===== src/rtl/tcnt_pkg.sv =====
package tcnt_pkg;
  localparam int ADDR_W     = 3;
  localparam int NUM_FLAGS  = 2;
  localparam int FLAG_TOP   = 0;
  localparam int FLAG_ALARM = 1;
  localparam int CMD_W      = 2;

  typedef enum logic [ADDR_W-1:0] {
    REG_CTRL   = 3'd0,
    REG_CMD    = 3'd1,
    REG_FLAGS  = 3'd2,
    REG_IE_SET = 3'd3,
    REG_IE_CLR = 3'd4,
    REG_TOP    = 3'd5,
    REG_ALARM  = 3'd6,
    REG_COUNT  = 3'd7
  } reg_addr_e;

  typedef enum logic [CMD_W-1:0] {
    CMD_NONE    = 2'd0,
    CMD_RESTART = 2'd1,
    CMD_HALT    = 2'd2,
    CMD_SNAP    = 2'd3
  } cmd_e;
endpackage


===== src/rtl/tcnt_prescaler.sv =====
module tcnt_prescaler #(
  parameter int PS_SEL_W = 3
) (
  input  logic                clk,
  input  logic                rst_n,
  input  logic                run,
  input  logic                clear,
  input  logic [PS_SEL_W-1:0] sel,
  output logic                tick
);
  localparam int PRE_W = (1 << PS_SEL_W) - 1;

  logic [PRE_W-1:0] pre_q, pre_d;
  logic [PRE_W-1:0] mask;

  always_comb begin
    mask = (PRE_W'(1) << sel) - PRE_W'(1);
    tick = run && ((pre_q & mask) == mask);
    if (clear || !run) pre_d = '0;
    else               pre_d = pre_q + PRE_W'(1);
  end

  always_ff @(posedge clk or negedge rst_n) begin
    if (!rst_n) pre_q <= '0;
    else        pre_q <= pre_d;
  end
endmodule


===== src/rtl/tcnt_core.sv =====
module tcnt_core #(
  parameter int DATA_W = 32
) (
  input  logic              clk,
  input  logic              rst_n,
  input  logic              restart,
  input  logic              halt,
  input  logic              tick,
  input  logic [DATA_W-1:0] top,
  input  logic [DATA_W-1:0] alarm,
  output logic [DATA_W-1:0] count,
  output logic              running,
  output logic              hit_top,
  output logic              hit_alarm
);
  logic [DATA_W-1:0] cnt_q, cnt_d, cnt_step;
  logic              run_q, run_d;
  logic              adv;
  logic              cnt_en;

  always_comb begin
    cnt_step  = (cnt_q == top) ? '0 : cnt_q + DATA_W'(1);
    adv       = run_q && tick && !restart && !halt;
    hit_top   = adv && (cnt_step == top);
    hit_alarm = adv && (cnt_step == alarm);
    cnt_en    = restart || halt || adv;
    run_d     = run_q;
    cnt_d     = cnt_q;
    if (restart) begin
      run_d = 1'b1;
      cnt_d = '0;
    end else if (halt) begin
      run_d = 1'b0;
      cnt_d = '0;
    end else if (adv) begin
      cnt_d = cnt_step;
    end
  end

  always_ff @(posedge clk or negedge rst_n) begin
    if (!rst_n) begin
      cnt_q <= '0;
      run_q <= 1'b0;
    end else begin
      run_q <= run_d;
      if (cnt_en) cnt_q <= cnt_d;
    end
  end

  assign count   = cnt_q;
  assign running = run_q;
endmodule


===== src/rtl/tcnt_regs.sv =====
module tcnt_regs
  import tcnt_pkg::*;
#(
  parameter int DATA_W      = 32,
  parameter int PS_SEL_W    = 3,
  parameter int BUSY_CYCLES = 2
) (
  input  logic                 clk,
  input  logic                 rst_n,
  input  logic                 wr_en,
  input  logic [ADDR_W-1:0]    addr,
  input  logic [DATA_W-1:0]    wdata,
  input  logic [NUM_FLAGS-1:0] flag_set,
  input  logic [DATA_W-1:0]    count,
  output logic [DATA_W-1:0]    rdata,
  output logic                 enable,
  output logic [PS_SEL_W-1:0]  ps_sel,
  output logic [DATA_W-1:0]    top,
  output logic [DATA_W-1:0]    alarm,
  output logic                 cmd_restart,
  output logic                 cmd_halt,
  output logic [NUM_FLAGS-1:0] flags,
  output logic [NUM_FLAGS-1:0] ie,
  output logic                 busy
);
  localparam int BUSY_W = $clog2(BUSY_CYCLES + 1);
  localparam int CTRL_W = PS_SEL_W + 1;

  logic wr_ctrl, wr_cmd, wr_flags, wr_ie_set, wr_ie_clr, wr_top, wr_alarm;
  cmd_e cmd_code;
  logic snap_load, busy_load;

  logic                 en_q;
  logic [PS_SEL_W-1:0]  sel_q;
  logic [DATA_W-1:0]    top_q, alarm_q, snap_q;
  logic [NUM_FLAGS-1:0] flags_q, flags_d, flag_clr;
  logic [NUM_FLAGS-1:0] ie_q, ie_d;
  logic [BUSY_W-1:0]    busy_q, busy_d;

  always_comb begin
    wr_ctrl   = wr_en && (addr == REG_CTRL);
    wr_cmd    = wr_en && (addr == REG_CMD);
    wr_flags  = wr_en && (addr == REG_FLAGS);
    wr_ie_set = wr_en && (addr == REG_IE_SET);
    wr_ie_clr = wr_en && (addr == REG_IE_CLR);
    wr_top    = wr_en && (addr == REG_TOP);
    wr_alarm  = wr_en && (addr == REG_ALARM);
    cmd_code  = cmd_e'(wdata[CMD_W-1:0]);
  end

  always_comb begin
    cmd_restart = wr_cmd && en_q && (cmd_code == CMD_RESTART);
    snap_load   = wr_cmd && en_q && (cmd_code == CMD_SNAP);
    cmd_halt    = (wr_cmd && en_q && (cmd_code == CMD_HALT)) ||
                  (wr_ctrl && (wdata[0] != en_q));
    busy_load   = wr_ctrl || wr_cmd || wr_top || wr_alarm;
  end

  always_comb begin
    flag_clr = wr_flags ? wdata[NUM_FLAGS-1:0] : '0;
    flags_d  = (flags_q & ~flag_clr) | flag_set;
    ie_d     = ie_q;
    if (wr_ie_set) ie_d = ie_q | wdata[NUM_FLAGS-1:0];
    if (wr_ie_clr) ie_d = ie_q & ~wdata[NUM_FLAGS-1:0];
    if (busy_load)            busy_d = BUSY_W'(BUSY_CYCLES);
    else if (busy_q != '0)    busy_d = busy_q - BUSY_W'(1);
    else                      busy_d = busy_q;
  end

  always_ff @(posedge clk or negedge rst_n) begin
    if (!rst_n) begin
      en_q    <= 1'b0;
      sel_q   <= '0;
      top_q   <= '1;
      alarm_q <= '0;
      snap_q  <= '0;
      flags_q <= '0;
      ie_q    <= '0;
      busy_q  <= '0;
    end else begin
      if (wr_ctrl) begin
        en_q  <= wdata[0];
        sel_q <= wdata[PS_SEL_W:1];
      end
      if (wr_top)    top_q   <= wdata;
      if (wr_alarm)  alarm_q <= wdata;
      if (snap_load) snap_q  <= count;
      flags_q <= flags_d;
      ie_q    <= ie_d;
      busy_q  <= busy_d;
    end
  end

  always_comb begin
    rdata = '0;
    case (reg_addr_e'(addr))
      REG_CTRL:   rdata[CTRL_W-1:0]    = {sel_q, en_q};
      REG_CMD:    rdata                = '0;
      REG_FLAGS:  rdata[NUM_FLAGS-1:0] = flags_q;
      REG_IE_SET: rdata[NUM_FLAGS-1:0] = ie_q;
      REG_IE_CLR: rdata[NUM_FLAGS-1:0] = ie_q;
      REG_TOP:    rdata                = top_q;
      REG_ALARM:  rdata                = alarm_q;
      REG_COUNT:  rdata                = snap_q;
      default:    rdata                = '0;
    endcase
  end

  assign enable = en_q;
  assign ps_sel = sel_q;
  assign top    = top_q;
  assign alarm  = alarm_q;
  assign flags  = flags_q;
  assign ie     = ie_q;
  assign busy   = (busy_q != '0);
endmodule


===== src/rtl/tcnt_timer.sv =====
module tcnt_timer
  import tcnt_pkg::*;
#(
  parameter int DATA_W      = 32,
  parameter int PS_SEL_W    = 3,
  parameter int BUSY_CYCLES = 2
) (
  input  logic              clk,
  input  logic              rst_n,
  input  logic              wr_en,
  input  logic [ADDR_W-1:0] addr,
  input  logic [DATA_W-1:0] wdata,
  output logic [DATA_W-1:0] rdata,
  output logic              irq,
  output logic              busy
);
  logic [1:0]           rst_pipe;
  logic                 rst_sync_n;
  logic                 enable, running, tick;
  logic [PS_SEL_W-1:0]  ps_sel;
  logic [DATA_W-1:0]    top, alarm, count;
  logic                 cmd_restart, cmd_halt;
  logic                 hit_top, hit_alarm;
  logic [NUM_FLAGS-1:0] flag_set, flags, ie;

  always_ff @(posedge clk or negedge rst_n) begin
    if (!rst_n) rst_pipe <= '0;
    else        rst_pipe <= {rst_pipe[0], 1'b1};
  end
  assign rst_sync_n = rst_pipe[1];

  always_comb begin
    flag_set             = '0;
    flag_set[FLAG_TOP]   = hit_top;
    flag_set[FLAG_ALARM] = hit_alarm;
  end

  tcnt_regs #(
    .DATA_W(DATA_W), .PS_SEL_W(PS_SEL_W), .BUSY_CYCLES(BUSY_CYCLES)
  ) u_regs (
    .clk(clk), .rst_n(rst_sync_n), .wr_en(wr_en), .addr(addr), .wdata(wdata),
    .flag_set(flag_set), .count(count), .rdata(rdata), .enable(enable),
    .ps_sel(ps_sel), .top(top), .alarm(alarm), .cmd_restart(cmd_restart),
    .cmd_halt(cmd_halt), .flags(flags), .ie(ie), .busy(busy)
  );

  tcnt_prescaler #(.PS_SEL_W(PS_SEL_W)) u_pre (
    .clk(clk), .rst_n(rst_sync_n), .run(enable && running),
    .clear(cmd_restart), .sel(ps_sel), .tick(tick)
  );

  tcnt_core #(.DATA_W(DATA_W)) u_core (
    .clk(clk), .rst_n(rst_sync_n), .restart(cmd_restart), .halt(cmd_halt),
    .tick(tick), .top(top), .alarm(alarm), .count(count), .running(running),
    .hit_top(hit_top), .hit_alarm(hit_alarm)
  );

  assign irq = |(flags & ie);
endmodule


===== config.mk =====
export PLATFORM = sky130hd
export DESIGN_NAME = tcnt_timer
export DESIGN_NICKNAME = d
export VERILOG_FILES = /design/src/rtl/tcnt_pkg.sv /design/src/rtl/tcnt_prescaler.sv /design/src/rtl/tcnt_core.sv /design/src/rtl/tcnt_regs.sv /design/src/rtl/tcnt_timer.sv
export SDC_FILE = /design/constraint.sdc
export NUM_CORES = 1
export LEC_CHECK = 0
export BUFFER_PORTS_ARGS = -buffer_cell sky130_fd_sc_hd__buf_4
export CORE_ASPECT_RATIO = 0.8
export CORE_MARGIN = 5
export CORE_UTILIZATION = 50
export CTS_CLUSTER_SIZE = 24
export DETAILED_ROUTE_END_ITERATION = 8
export GPL_TIMING_DRIVEN = 0
export HOLD_SLACK_MARGIN = 0.12
export PLACE_DENSITY = 0.66
export SETUP_SLACK_MARGIN = 0.05
export SLEW_MARGIN = 20
export SYNTH_ARGS = -nofsm -noshare
export SYNTH_HDL_FRONTEND = slang
export SYNTH_HIERARCHICAL = 1
export SYNTH_SLANG_ARGS = --single-unit

===== constraint.sdc =====
create_clock -name clk -period 7.8 [get_ports clk]
set_clock_uncertainty 0.05 [all_clocks]
set_input_delay 1.56 -clock clk [delete_from_list [all_inputs] [get_ports clk]]
set_output_delay 1.56 -clock clk [all_outputs]
set_load 0.01 [all_outputs]

== Yosys cells after proc, flatten, opt, wreduce, memory -nomap -nowiden ==
Index checks and enable logic that the tools add are counted.

* Add/sub/neg operators: 4
* Bitwise logic cells: 8
* Eq/ne operators: 15
* Reduce and logical (&&, ||, !) cells: 38
* Mux-type cells: 15
* Shifts and indexed selects: 1

{| class="wikitable"
|+ Operator list
! operator !! number
|-
| two-way mux 32 bit || 4
|-
| equality test 32 bit || 3
|-
| one-hot mux 28 bit (3 select lines) || 1
|-
| adder 32 x 1 -> 32 bit, second input constant || 1
|-
| logical AND 1 bit || 19
|-
| one-hot mux 2 bit (7 select lines) || 1
|-
| equality test 3 bit, second input constant || 4
|-
| two-way mux 2 bit || 5
|-
| one-hot mux 2 bit (4 select lines) || 1
|-
| nonzero test 2 bit || 4
|-
| adder 7 x 1 -> 7 bit, second input constant || 1
|-
| AND 7 bit || 1
|-
| equality test 7 bit || 1
|-
| logical OR 1 bit || 7
|-
| two-way mux 7 bit || 1
|-
| << shifter 1 x 3 -> 7 bit, first input constant || 1
|-
| subtractor 7 x 2 -> 7 bit, second input constant || 1
|-
| AND 2 bit || 3
|-
| equality test 3 x 2 -> 1 bit, second input constant || 2
|-
| equality test 2 bit, second input constant || 2
|-
| inverter 2 bit || 2
|-
| bitwise OR 2 bit || 2
|-
| OR reduction 2 bit || 2
|-
| equality test 3 x 1 -> 1 bit, second input constant || 1
|-
| other kinds (8) || 11
|}

* Flip-flop bits (word level): 148

== Depth between registers and ports, before layout ==
* Depth in word-level cells: 11
* Mapped depth: 15

== By module ==
The synthesis kept the hierarchy.

{| class="wikitable"
|+ Modules (own cells, without submodules)
! module !! area an instance (um^2) !! times used !! cells an instance !! seq. area each (um^2)
|-
| tcnt_regs || 5,256.3 || 1 || 390 || 2,692.6
|-
| tcnt_core || 4,008.8 || 1 || 503 || 825.8
|-
| tcnt_prescaler || 355.3 || 1 || 39 || 175.2
|-
| tcnt_timer || 68.8 || 1 || 5 || 50.0
|}

== Least setup slack after synthesis ==
No wires, ideal clock.

* Path type: input port to output port
* From: input addr[0]
* To: output rdata[0]
* Path slack: 3,577 ps
* Stages: 6
* Arrival: 2,613 ps
* Required time: 6,190 ps
* Path through: buf_4 -> nor2b_1 -> buf_2 -> nand2_1 -> a31o_2 -> a32oi_1

* Word-level cells in the longest chain between the ends: 3

{| class="wikitable"
|+ Ends and longest elaborated chain
! element !! line !! RTL
|-
| start, declared || tcnt_timer.sv:11 || <nowiki>input logic [ADDR_W-1:0] addr,</nowiki>
|-
| equality test 3 bit or equality test 3 x 2 -> 1 bit (tied branches) || tcnt_regs.sv:96 || <nowiki>case (reg_addr_e'(addr))</nowiki>
|-
| OR reduction 2 bit (no source line) || - ||
|-
| one-hot mux 2 bit (7 select lines) * || tcnt_regs.sv:96 ||
|-
| end, declared || tcnt_timer.sv:13 || <nowiki>output logic [DATA_W-1:0] rdata,</nowiki>
|}

Mark *: on every way between the ends. The rest lies on a longest branch, timed or not.

== Worst setup path in the final report ==
* From: input addr[2]
* To: register u_core.cnt_q[1], in the netlist u_core/count[1]

* Word-level cells in the longest chain between the ends: 9

{| class="wikitable"
|+ Ends and longest elaborated chain
! element !! line !! RTL
|-
| equality test 3 x 1 -> 1 bit * || tcnt_regs.sv:42 || <nowiki>wr_cmd = wr_en && (addr == REG_CMD);</nowiki>
|-
| logical AND 1 bit * || tcnt_regs.sv:42 ||
|-
| logical AND 1 bit * (2 in series) || tcnt_regs.sv:52 || <nowiki>cmd_restart = wr_cmd && en_q && (cmd_code == CMD_RESTART);</nowiki>
|-
| net cmd_restart || tcnt_timer.sv:22 || <nowiki>logic cmd_restart, cmd_halt;</nowiki>
|-
| logical NOT 1 bit || tcnt_core.sv:23 || <nowiki>adv = run_q && tick && !restart && !halt;</nowiki>
|-
| logical AND 1 bit (2 in series) || tcnt_core.sv:23 ||
|-
| nonzero test 3 bit (no source line) or logical OR 1 bit (tied branches) || - ||
|-
| AND reduction 2 bit (no source line) || - ||
|-
| end signal, assigned || tcnt_core.sv:46 || <nowiki>if (cnt_en) cnt_q <= cnt_d;</nowiki>
|-
| end, declared || tcnt_core.sv:16 || <nowiki>logic [DATA_W-1:0] cnt_q, cnt_d, cnt_step;</nowiki>
|}

Mark *: on every way through the listed nets, which the timed path passes. The rest lies on a longest branch.
A chain may end at the register's enable or synchronous reset.

==> results.cfg <==
[die]
num_rows = 45
coreArea_um2 = 19030
initial_core_util = 0.5091
die-height_um = 134.5
ioPinCount = 72
die-width_um = 165.6
fp.dieArea_um2 = 22280

[sta]
hold_violations = 0
timing.slew.headroom = 0.2986
post-route-min-period_ns = 5.159
setup_violations = 0
rsz0062_at_grt = false
finalMaxSlewViolations = 0
fmax_ghz = 0.1938
worst_pin_slew_ns = 1.042
period_share = 0.6614
fin_tns_setup_ns = 0
post-route-worst-setup-slack_ns = 2.641

[global_routing]
grt_max_degree = 55
grt_antenna_before_repair = 1
grt_pass1_vias = 7901
grt_pass1_wl_um = 49890
overflow = 0
grt.total_usage = 0.2940

[synthesis]
syn_inst = 937
syn_area_per_cell_um2 = 10.34
synth_ff_type = dfrtp_1
synth_cell_type_count = 85
synth_warnings = 6
syn-cell-area_um2 = 9689
synth-edff-count = 0
synth_seq_cells = 148
syn_nets = 978
ys_seq_area_frac = 0.3864
synthArstFlopShare = 1.000

[power]
p_sw_uw = 752.9
power_frac_comb = 0.200
p_seq_frac = 0.458
p_per_area_nw_per_um2 = 206.3
sw_frac_of_total = 0.3276
p_leak_uw = 0.004884
clkPwrFrac = 0.342
p_int_uw = 1545
ir_worst_vdd_mv = 0.1448
power_uw = 2298

[critical_path]
crit_fanout = 10
reg2reg_slack_ns = 3.04
r2r-end = u_regs/flags[0]
critical_path_class = in -> reg
r2r_start = u_core/count[21]
crit_arrival_ns = 5.44
crit_required_ns = 8.08
path_cells = buf_4, buf_2, clkbuf_1, nor4_1, nor2_1, and3_1, nor3_2, buf_4, clkbuf_1, nand2_1, o21ai_0
path_buf_inv = 5
cp-start-kind = primary input
cp_slowest_cell = nor4_1
ff2ff_path_depth = 12
cp-end-kind = flop
cp_num_cells = 11
cp_top_family = simple AND/OR/NAND/NOR gates
crit_path_max_incr_delay_ns = 0.94

[final_layout]
n_antenna_cell = 0
final_cell_mix = dfrtp_1, mux2_2, buf_4
final_common_cell = dfrtp_1
drive_above_1_share = 0.3128
fillers = 1694
area_growth_pct = 14.99
fin_nets = 1067

[clocking]
cts_buffers = 17
root_buffer = clkbuf_16
clk_pin_slew_worst_paths_ns = 0.07
clock_path_buffers = 2
clock-sinks = 148
cts_resized = 0
htree_levels = 4
clock_latency_ns = 0.43
cts_tree = yes
postCtsHoldBufs = 0
post_cts_buffers = 0

[hold_path]
min_to = rst_pipe[1]
hold_class = reg -> reg
hp-start = rst_pipe[0]
holdPathStages = 0

[drt]
ant_nets = 0
wl_per_cell_um = 25.36
via_count = 8169
routed_via_density = 6.298
first_pass_iters = 5
route.detailed.drc = 0
drt_iter0_markers = 931
wl_um = 32890

[place]
dpl.hpwl_um = 24570
port_buffers = 67
place.gp.congestion = 1.019
place_ws_ns = 2.429

[job]
drv_cap = 0

[status]
status = finished, final reports clean
==> through the flow <==
step | utilization | hold slack, ns | area, um2 | std cells
after floorplan | - | 0.2812 | 9689 | 937
after global placement | 0.5525 | 0.2845 | 10520 | 1262
after detailed placement | 0.5563 | 0.2910 | 10590 | 1265
after CTS | 0.5851 | 0.3087 | 11140 | 1297
after global routing | 0.5855 | 0.3282 | 11140 | 1297
final | 0.5855 | 0.3040 | 11140 | 1297
==> worst max-delay path by stage <==
stage,slack (ns),endpoint,startpoint
4_1_cts,2.86,rdata[20],addr[0]
2_1_floorplan,3.38,u_core/count[0],rst_pipe[1]
3_5_place_dp,2.43,u_core/count[1],addr[2]
5_1_grt,2.53,u_core/count[11],addr[2]
6_report,2.64,u_core/count[1],addr[2]
3_3_place_gp,1.56,u_pre/pre_q[4],rst_pipe[1]
==> sequential cells by signal (all words and copies together), names as in the netlist, named ones only <==
signal and flops:
u_regs/snap_q 32, u_pre/pre_q 7, u_core/count 32, u_core/running 1, u_regs/ps_sel 3, u_regs/busy_q 2
u_regs/alarm 32, u_regs/enable 1, rst_pipe 2, u_regs/flags 2, u_regs/top 32
==> synthesized netlist by cell type (28+ instances only) <==
master	n	area (um2)
a22oi_1	28	210.2
buf_2	28	140.1
clkbuf_1	28	105.1
dfrtp_1	116	2903
dfstp_2	32	840.8
mux2_2	97	1092
mux2_4	30	450.4
nand2_1	45	168.9
nor2_1	40	150.1
nor2b_1	32	200.2
o21ai_0	61	305.3
xnor2_1	36	315.3
xor2_1	56	490.5
==> kinds of logic (layout without fill, tap and decap cells) <==
family | Yosys count | after routing | share of synthesized area
AO/OA/AOI/OAI | 203 | 203 | 0.1442
multiplexers | 129 | 129 | 0.1613
adder cells (fa/ha/maj) | 3 | 3 | 0.003874
XOR/XNOR | 98 | 98 | 0.09724
flip-flops | 148 | 148 | 0.3864
AND/OR/NAND/NOR | 266 | 266 | 0.1630
other | 1 | 1 | 0.0003870
buffers and inverters | 89 | 191 | 0.04365
==> worst register-to-register path, cell delays in order (launching register included) <==
cell and delay (ns):
dfrtp_1 0.37, clkbuf_1 0.19, xor2_1 0.21, nor4_1 0.52, nand4_1 0.32, nor2_1 0.50
clkbuf_1 0.58, clkbuf_1 0.61, a21oi_1 0.08, o32ai_1 0.36, nand4b_1 0.27, nor4_1 0.50
a21o_1 0.13
==> layer usage <==
layer | GRT usage | part of all wire | wire (um) | vias to the layer above
met2 | 0.4152 | 0.41 | 13420 | 408
li1 | - | - | - | 3641
met3 | 0.07931 | 0.10 | 3405 | 74
met5 | 0 | 0.00040 | 13 | -
met4 | 0.1067 | 0.036 | 1184 | 2
met1 | 0.4332 | 0.45 | 14860 | 4044
==> final cells by class <==
cell class | instances | area, um2 | area share
multi-input combinational | 700 | 5534 | 0.4967
timing repair buffer | 70 | 565.5 | 0.05076
tap | 258 | 322.8 | 0.02897
sequential | 148 | 3747 | 0.3363
buffer | 69 | 347.8 | 0.03122
inverter | 20 | 75.07 | 0.006738
clock buffer | 18 | 429.2 | 0.03852
clock inverter | 14 | 120.1 | 0.01078
==> power groups by stage <==
stage          clock [uW]  combinational, uW  sequential [uW]
2_1_floorplan           0                315              993
3_3_place_gp            0                436             1070
3_5_place_dp            0                454             1060
4_1_cts               801                457             1050
5_1_grt               832                497             1060
6_report              786                461             1050
Note: power is estimated with default switching activity, not from simulation.
